### config.mk
export PLATFORM = sky130hd
export DESIGN_NAME = boot_sig_patcher
export DESIGN_NICKNAME = d
export VERILOG_FILES = /design/src/rtl/boot_scan_pkg.sv /design/src/rtl/rd_wait_timer.sv /design/src/rtl/sig_window.sv /design/src/rtl/id_override.sv /design/src/rtl/boot_sig_patcher.sv
export SDC_FILE = /design/constraint.sdc
export NUM_CORES = 1
export LEC_CHECK = 0
export BUFFER_PORTS_ARGS = -buffer_cell sky130_fd_sc_hd__buf_2
export CORE_MARGIN = 3
export CORE_UTILIZATION = 57
export DETAILED_ROUTE_END_ITERATION = 6
export PLACE_DENSITY = 0.91
export SLEW_MARGIN = 10
export SYNTH_ARGS = -nofsm -noshare
export SYNTH_HDL_FRONTEND = slang
export SYNTH_SLANG_ARGS = --single-unit
### constraint.sdc
create_clock -name clk -period 3.6 [get_ports clk]
set_input_delay 0.72 -clock clk [delete_from_list [all_inputs] [get_ports clk]]
set_output_delay 0.72 -clock clk [all_outputs]
set_load 0.02 [all_outputs]
### src/rtl/boot_scan_pkg.sv
package boot_scan_pkg;
  typedef enum logic [2:0] {
    ST_IDLE, ST_SCAN, ST_PTR_HI, ST_PTR_LO, ST_HANDOFF, ST_RUN
  } scan_state_t;

  localparam logic [7:0] SIG_B0 = 8'hEC;
  localparam logic [7:0] SIG_B1 = 8'h9F;
  localparam logic [7:0] SIG_B4 = 8'h83;
  localparam logic [7:0] SIG_B5 = 8'h12;
  localparam logic [7:0] SIG_B6 = 8'h34;
endpackage

### src/rtl/rd_wait_timer.sv
module rd_wait_timer #(
  parameter int WAIT = 2
) (
  input  logic clk,
  input  logic rst,
  input  logic busy,
  output logic last
);
  localparam int WW = (WAIT > 0) ? $clog2(WAIT + 1) : 1;
  localparam logic [WW-1:0] WMAX = WW'(WAIT);

  logic [WW-1:0] wcnt;

  assign last = busy && (wcnt == WMAX);

  always_ff @(posedge clk) begin
    if (rst || !busy || last) wcnt <= '0;
    else                      wcnt <= wcnt + 1'b1;
  end

  AST_WAIT_BOUND: assert property (@(posedge clk) disable iff (rst)
    wcnt <= WMAX);
endmodule

### src/rtl/sig_window.sv
module sig_window
  import boot_scan_pkg::*;
(
  input  logic        clk,
  input  logic        rst,
  input  logic        clr,
  input  logic        push,
  input  logic [7:0]  din,
  output logic        hit,
  output logic [15:0] ptr
);
  // the six most recent bytes; idx 5 is the oldest
  logic [7:0] win [6];

  // complete window compare: overlapping candidates are covered by construction
  assign hit = push && (win[5] == SIG_B0) && (win[4] == SIG_B1) &&
               (win[1] == SIG_B4) && (win[0] == SIG_B5) && (din == SIG_B6);
  assign ptr = {win[3], win[2]};

  always_ff @(posedge clk) begin
    if (rst || clr) begin
      for (int i = 0; i < 6; i++) win[i] <= 8'h00;
    end else if (push) begin
      for (int i = 5; i > 0; i--) win[i] <= win[i-1];
      win[0] <= din;
    end
  end
endmodule

### src/rtl/id_override.sv
module id_override #(
  parameter int ADDR_W = 10
) (
  input  logic              en,
  input  logic              half,
  input  logic [ADDR_W-1:0] loc,
  input  logic [15:0]       subst_id,
  input  logic [ADDR_W-1:0] cpu_addr,
  input  logic              cpu_rd,
  input  logic [7:0]        rom_rdata,
  output logic [7:0]        cpu_rdata
);
  logic [ADDR_W-1:0] loc_nxt;

  always_comb begin
    loc_nxt = loc + 1'b1;
    if (half) loc_nxt[ADDR_W-1] = 1'b0;
    cpu_rdata = rom_rdata;
    if (en && cpu_rd) begin
      if (cpu_addr == loc)          cpu_rdata = subst_id[15:8];
      else if (cpu_addr == loc_nxt) cpu_rdata = subst_id[7:0];
    end
  end
endmodule

### src/rtl/boot_sig_patcher.sv
module boot_sig_patcher
  import boot_scan_pkg::*;
#(
  parameter int ADDR_W = 19,
  parameter int WAIT   = 2,
  parameter int CNT_W  = 24
) (
  input  logic              clk,
  input  logic              rst,
  input  logic              scan_disable,
  input  logic              size_sel,
  input  logic [15:0]       subst_id,
  input  logic [ADDR_W-1:0] cpu_addr,
  input  logic              cpu_rd,
  input  logic [7:0]        rom_rdata,
  output logic [ADDR_W-1:0] rom_addr,
  output logic              cpu_rst,
  output logic [7:0]        cpu_rdata,
  output logic              done,
  output logic              not_found,
  output logic [CNT_W-1:0]  scan_cycles
);
  scan_state_t       state;
  logic              bus_own;
  logic              subst_en;
  logic [ADDR_W-1:0] rd_addr;
  logic [ADDR_W-1:0] id_loc;
  logic [7:0]        id_hi;
  logic              busy, rd_last, hit;
  logic [15:0]       ptr;
  logic [ADDR_W-1:0] last_addr;

  function automatic logic [ADDR_W-1:0] fold(input logic [15:0] v, input logic half);
    logic [ADDR_W+15:0] t;
    logic [ADDR_W-1:0]  r;
    t = {{ADDR_W{1'b0}}, v};
    r = t[ADDR_W-1:0];
    if (half) r[ADDR_W-1] = 1'b0;
    return r;
  endfunction

  function automatic logic [ADDR_W-1:0] step(input logic [ADDR_W-1:0] a, input logic half);
    logic [ADDR_W-1:0] r;
    r = a + 1'b1;
    if (half) r[ADDR_W-1] = 1'b0;
    return r;
  endfunction

  assign busy      = (state == ST_SCAN) || (state == ST_PTR_HI) || (state == ST_PTR_LO);
  assign last_addr = size_sel ? {ADDR_W{1'b1}} : {1'b0, {(ADDR_W-1){1'b1}}};
  assign rom_addr  = bus_own ? rd_addr : cpu_addr;

  rd_wait_timer #(.WAIT(WAIT)) u_timer (
    .clk(clk), .rst(rst), .busy(busy), .last(rd_last)
  );

  sig_window u_match (
    .clk(clk), .rst(rst), .clr(state == ST_IDLE),
    .push((state == ST_SCAN) && rd_last), .din(rom_rdata),
    .hit(hit), .ptr(ptr)
  );

  id_override #(.ADDR_W(ADDR_W)) u_ovr (
    .en(subst_en && !cpu_rst), .half(!size_sel), .loc(id_loc),
    .subst_id(subst_id), .cpu_addr(cpu_addr), .cpu_rd(cpu_rd),
    .rom_rdata(rom_rdata), .cpu_rdata(cpu_rdata)
  );

  always_ff @(posedge clk) begin
    if (rst) begin
      state       <= ST_IDLE;
      bus_own     <= 1'b1;
      cpu_rst     <= 1'b1;
      done        <= 1'b0;
      not_found   <= 1'b0;
      subst_en    <= 1'b0;
      rd_addr     <= '0;
      id_loc      <= '0;
      id_hi       <= 8'h00;
      scan_cycles <= '0;
    end else begin
      if (busy) scan_cycles <= scan_cycles + 1'b1;
      case (state)
        ST_IDLE: begin
          rd_addr <= '0;
          if (scan_disable) begin
            bus_own <= 1'b0;
            state   <= ST_HANDOFF;
          end else begin
            state <= ST_SCAN;
          end
        end
        ST_SCAN: if (rd_last) begin
          if (hit) begin
            rd_addr <= fold(ptr, !size_sel);
            state   <= ST_PTR_HI;
          end else if (rd_addr == last_addr) begin
            not_found <= 1'b1;
            bus_own   <= 1'b0;
            state     <= ST_HANDOFF;
          end else begin
            rd_addr <= rd_addr + 1'b1;
          end
        end
        ST_PTR_HI: if (rd_last) begin
          id_hi   <= rom_rdata;
          rd_addr <= step(rd_addr, !size_sel);
          state   <= ST_PTR_LO;
        end
        ST_PTR_LO: if (rd_last) begin
          id_loc   <= fold({id_hi, rom_rdata}, !size_sel);
          subst_en <= 1'b1;
          bus_own  <= 1'b0;
          state    <= ST_HANDOFF;
        end
        ST_HANDOFF: begin
          cpu_rst <= 1'b0;
          done    <= 1'b1;
          state   <= ST_RUN;
        end
        default: state <= ST_RUN;
      endcase
    end
  end

  AST_RST_WHILE_READING: assert property (@(posedge clk) disable iff (rst)
    busy |-> (cpu_rst && bus_own));
  AST_SCAN_STEP: assert property (@(posedge clk) disable iff (rst)
    ((state == ST_SCAN) && rd_last && !hit && (rd_addr != last_addr))
      |=> (rd_addr == $past(rd_addr) + 1'b1));
  AST_BUS_BEFORE_RESET: assert property (@(posedge clk) disable iff (rst)
    $fell(cpu_rst) |-> $past(!bus_own));
  AST_DONE_STICKY: assert property (@(posedge clk) disable iff (rst)
    done |=> (done && !cpu_rst));
  AST_MISS_NO_SUB: assert property (@(posedge clk) disable iff (rst)
    not_found |-> !subst_en);
endmodule

; ---- After elaboration in Yosys (flattened, before gate mapping)
; Memory sizes are Yosys's and may differ from the RTL's.
; Index checks and enable logic that the tools add are counted.
[op_classes]
addsub = 4
n_eq_ne = 21
mux = 36
bitwise = 7
n_reduce_logical = 25
[op_table]
columns = op, count
row1 = 19-bit two-way mux, 6
row2 = 8-bit two-way mux, 9
row3 = 19-bit case mux with 3 select lines, 1
row4 = 19-bit equality test, 2
row5 = "24-bit by 1-bit adder with 24-bit output, second input constant", 1
row6 = "8-bit equality test, second input constant", 3
row7 = "19-bit by 1-bit adder with 19-bit output, second input constant", 1
row8 = 19-bit by 16-bit equality test with 1-bit output, 1
row9 = 3-bit two-way mux, 6
row10 = "16-bit by 1-bit adder with 17-bit output, second input constant", 1
row11 = 1-bit two-way mux, 12
row12 = 3-bit case mux with 4 select lines, 1
row13 = 4-bit AND reduction, 3
row14 = "2-bit inequality test, second input constant", 5
row15 = 1-bit logical AND, 9
row16 = "8-bit by 5-bit equality test with 1-bit output, second input constant", 1
row17 = "8-bit by 6-bit equality test with 1-bit output, second input constant", 1
row18 = "3-bit by 2-bit equality test with 1-bit output, second input constant", 2
row19 = 1-bit OR, 6
row20 = 6-bit AND reduction, 1
row21 = 3-bit nonzero test, 2
row22 = 1-bit logical OR, 5
row23 = 2-bit AND reduction, 2
row24 = "3-bit by 1-bit equality test with 1-bit output, second input constant", 1
row25 = other kinds (10), 11
[totals]
reg_bits = 77
ram_bits = 48
inputBits = 48
output_inout_bits = 54
wordCells = 105
mem_count = 1
[mem_list]
columns = name, depth, width, rd, rd_clocked_by_memory_dff, wr, line_no
row1 = u_match.win, 6, 8, 6, 0, 6, sig_window.sv:13  ; logic [7:0] win [6];

; ---- Depth between registers and ports, before layout
[depth]
word_depth = 13
ltp_mapped = 11
mapped_depth_nobuf = 9

; ---- Modules after synthesis
; From an unflattened synthesis, not the netlist that was laid out.
[hier_totals]
cells_unflattened = 757
area_unflattened_um2 = 7199.4
[modules_own_cells]
columns = mod, instances, cells_per_inst, area_each_um2
row1 = boot_sig_patcher, 1, 454, 3846.2
row2 = sig_window, 1, 135, 2020.7
row3 = id_override, 1, 161, 1251.2
row4 = rd_wait_timer, 1, 7, 81.3

; ---- Least setup slack after synthesis
; Ideal clock, no wire load.
[synth_timing]
path_type = reg-to-output
from = register id_loc[1]
to = output port cpu_rdata[0]
arrival_ns = 2.423
setup_slack_ns = 0.457
stages_incl_launch_ff = 9
path_buffers = 1
path_cell_list = dfxtp_1 > ha_1 > nand3_1 > or4_1 > o21ai_1 > nand2_1 > or3_1 > clkbuf_1 > o221a_2
[synth_via]
elab_chain_len = 5
elab_cells_between_ends = 6
cone_classes = 1 x add/sub / 2 x eq/ne / 3 x mux
[synth_lines]
columns = element, line_no
row1 = "start, declared", boot_sig_patcher.sv:27  ; logic [ADDR_W-1:0] id_loc;
row2 = "start signal, assigned", boot_sig_patcher.sv:111  ; id_loc <= fold({id_hi, rom_rdata}, !size_sel);
row3 = 16-bit by 1-bit adder with 17-bit output, id_override.sv:16  ; loc_nxt = loc + 1'b1;
row4 = 19-bit equality test, id_override.sv:21  ; else if (cpu_addr == loc_nxt) cpu_rdata = subst_id[7:0];
row5 = 8-bit two-way mux, id_override.sv:21
row6 = 8-bit two-way mux (*), id_override.sv:20  ; if (cpu_addr == loc) cpu_rdata = subst_id[15:8];
row7 = 8-bit two-way mux (*), id_override.sv:19  ; if (en && cpu_rd) begin
row8 = "end, declared", boot_sig_patcher.sv:18  ; output logic [7:0] cpu_rdata,
; Mark *: on every way between the ends. The rest lies on a longest branch, timed or not.

; ---- Final worst setup path
[layout_timing]
from = register id_loc[8]
to = output port cpu_rdata[4]
; The elaborated chain is that of the path after synthesis.

==> impl_metrics.csv <==
group,metric,value,unit
run_status,status,"complete, no violations",
synthesis,synth.most_common_cell,"nand2_1",
die,initial_core_util,59.3,%
die,num_rows,38,
timing,slew_viol_final,0,
drt,avgViaCountPerCell,6.16,
min_path,hold_path.class,"reg -> reg",
timing,max_freq,0.285,GHz
synthesis,synth_top_area_cell,"dfxtp_1",
worst_setup_path,critPathTopFamily,"simple AND/OR/NAND/NOR gates",
cts,cts-root-buf,"clkbuf_16",
synthesis,synth_top_flop_cell,"dfxtp_1",
cells_and_area,diodes,0,
timing,period_needed,3.51,ns
synthesis,synth_top_area_share,23.7,%
worst_setup_path,cp-end-kind,"output pin",
cells_and_area,drive_gt1_share,24.3,%
placement,dp_cells,940,
synthesis,synthTopCellsByArea,"dfxtp_1 24%, edfxtp_1 22%, nand2_1 5.9%",
worst_setup_path,required,2.88,ns
synthesis,ys_ff_latch,125,
die,core,11000,µm²
die,pin_count,102,
cts,path_clk_slew,0.06,ns
placement,dp_hpwl,12300,µm
global_routing,antenna_found_initial,0,
worst_setup_path,max_stage_delay,0.51,ns
global_routing,track_usage,28.9,%
cts,clockBufferDepth,2,
die,die_h,113,µm
worst_setup_path,critical_path_class,"reg -> out",
global_routing,grt_max_degree,88,
drt,ant_nets,0,
placement,portBuffers,101,
synthesis,avgSynthCellArea,9.03,µm²
power_and_ir_drop,p_per_area,457,nW/µm²
synthesis,ys_types,53,
synthesis,async_flop_share,0,%
drt,drt_iter0_markers,791,
flow_run,max_cap_viol_count,0,
synthesis,synth_fp_nets,773,
power_and_ir_drop,ir_worst_vdd,0.415,mV
worst_setup_path,critPathLaunchType,"flip-flop",
synthesis,ys.warnings.count,0,
timing,slew_headroom,34.6,%
worst_setup_path,crit_fanout,8,
timing,setup_viol,0,
timing,hold_viol,0,
placement,gp_congestion,0.957,
cts,htreeDepth,4,
global_routing,grt_pass1_wl,29300,µm
worst_setup_path,cp.arrival,2.79,ns
timing,finClkSkew,0.00784,ns
cts,cts_tree,"yes",
drt,drc_errors,0,
synthesis,synth-seq-area-share,45.8,%
die,die_area,12700,µm²
worst_setup_path,crit_chain,"nand4_1, buf_4, or4_4, o21ai_4, nand2_1, or3_4, o221a_2, buf_2",
timing,fin_crit_sh,97.5,%
cts,cts_num_sinks,125,
drt,avgRoutedWirePerCell,18.9,µm
synthesis,synth_common_cells,"103 x nand2_1, 77 x dfxtp_1, 65 x nor2_1",
drt,drt_pre_antenna_iters,5,
synthesis,synth-edff-count,48,
drt,vias,6020,
power_and_ir_drop,p_leak,3.11,nW
worst_setup_path,reg2reg_setup_slack,0.36,ns
timing,setup_tns,0,ns
cells_and_area,areaGrowthSynthToFinish,21.6,%
worst_setup_path,critPathBufInv,2,
die,die_w,113,µm
global_routing,grt_pass1_vias,5610,
worst_setup_path,cp_slowest_cell,"or4_4",
timing,worst_slew_pin_slew,0.980,ns
drt,wl,18500,µm
synthesis,netlist_instances,721,
cells_and_area,instances_no_fill,977,
cts,cts_buffers,17,
cts,insertion_delay,0.42,ns
cells_and_area,nets,876,
global_routing,global_route.overflow_total,0,
synthesis,syn_area,6510,µm²
[kinds of logic after synthesis]
kind of cell,after synthesis,share of synthesized area [%]
adders and majority gates,4,0.769
buffers and inverters,55,3.36
and+or+nand+nor,336,26.2
muxes,23,3.88
DFF,125,45.8
xor gates and xnor gates,63,8.47
AOI/OAI and AO/OA,115,11.5
[sequential cells by signal, indices dropped and copies added, names as in the netlist]
signal	cells
bus_own	1
cpu_rst	1
u_match.win	48
id_loc	16
u_timer.wcnt	2
state	3
rd_addr	19
id_hi	8
not_found	1
subst_en	1
scan_cycles	24
done	1
[report_power, final]
part           leakage (nW)  internal, W  switching, W  total [W]
sequential             1.15      0.00153     0.0000477    0.00157
clock                 0.305      0.00111      0.000657    0.00176
combinational          1.65     0.000104      0.000177   0.000281
[worst min-delay path, stage by stage, from the launching register on]
cell and delay [ns]:
dfxtp_1 0.31, nand2_1 0.05, a21oi_1 0.05
[per-layer routing]
layer	wire (µm)	track usage, %	share of wire (%)	up-vias
li1	-	-	-	2773
met3	1600	6.58	8.7	66
met4	654	11.0	3.5	0
met5	0	0	0	-
met2	8830	46.5	48	320
met1	7400	38.4	40	2861
[cells in the final DEF (no fill, tap or decap), types with 21 or more instances in the layout]
cell type  count
nand4_1       21
a21oi_1       36
nand2_1      103
nand3_1       22
xnor2_1       26
buf_2        101
nor2_1        64
buf_4         22
xor2_1        37
o21ai_0       22
edfxtp_1      48
and2_1        41
dfxtp_1       71
[per-stage QoR]
stage | instance area, µm² | worst slack, ns | hold WS (ns) | utilization (%) | total power [W]
final | 7920 | 0.0895 | 0.448 | 72.1 | 0.00362
after global routing | 7920 | -0.00662 | 0.472 | 72.1 | 0.00371
after CTS | 7840 | 0.0193 | 0.453 | 71.4 | 0.00361
after detailed placement | 7160 | 0.128 | 0.444 | 65.2 | 0.00187
after global placement | 7160 | 0.122 | 0.413 | 65.2 | 0.00186
after floorplan | 6510 | 0.457 | 0.400 | - | 0.00176
[worst paths after layout]
path / startpoint / to / cells after the start
max: id_loc[8]$_SDFFE_PP0P_ / cpu_rdata[4] / 8
min: id_hi[7]$_SDFFE_PP0P_ / id_loc[15]$_SDFFE_PP0P_ / 2
max reg2reg: u_timer.wcnt[0]$_SDFF_PP0_ / rd_addr[16]$_SDFFE_PP0P_ / 9
min reg2reg: id_hi[7]$_SDFFE_PP0P_ / id_loc[15]$_SDFFE_PP0P_ / 2
[area by class of cell]
cell class | instances | area [µm²]
fill | 764 | 3060
clock buffer | 21 | 482
clock inverter | 11 | 131
tap | 140 | 175
multi-input combinational | 541 | 3410
timing repair buffer | 123 | 671
inverter | 16 | 60.1
sequential | 125 | 2990
[repair_timing]
action                                  4_1_cts  5_1_grt
gates resized for setup                       9       15
hold buffers                                  0        0
pin swaps                                     3        2
setup buffers                                 3        2
endpoints found under the setup margin        8        8
(Power assumes the default switching activity.)
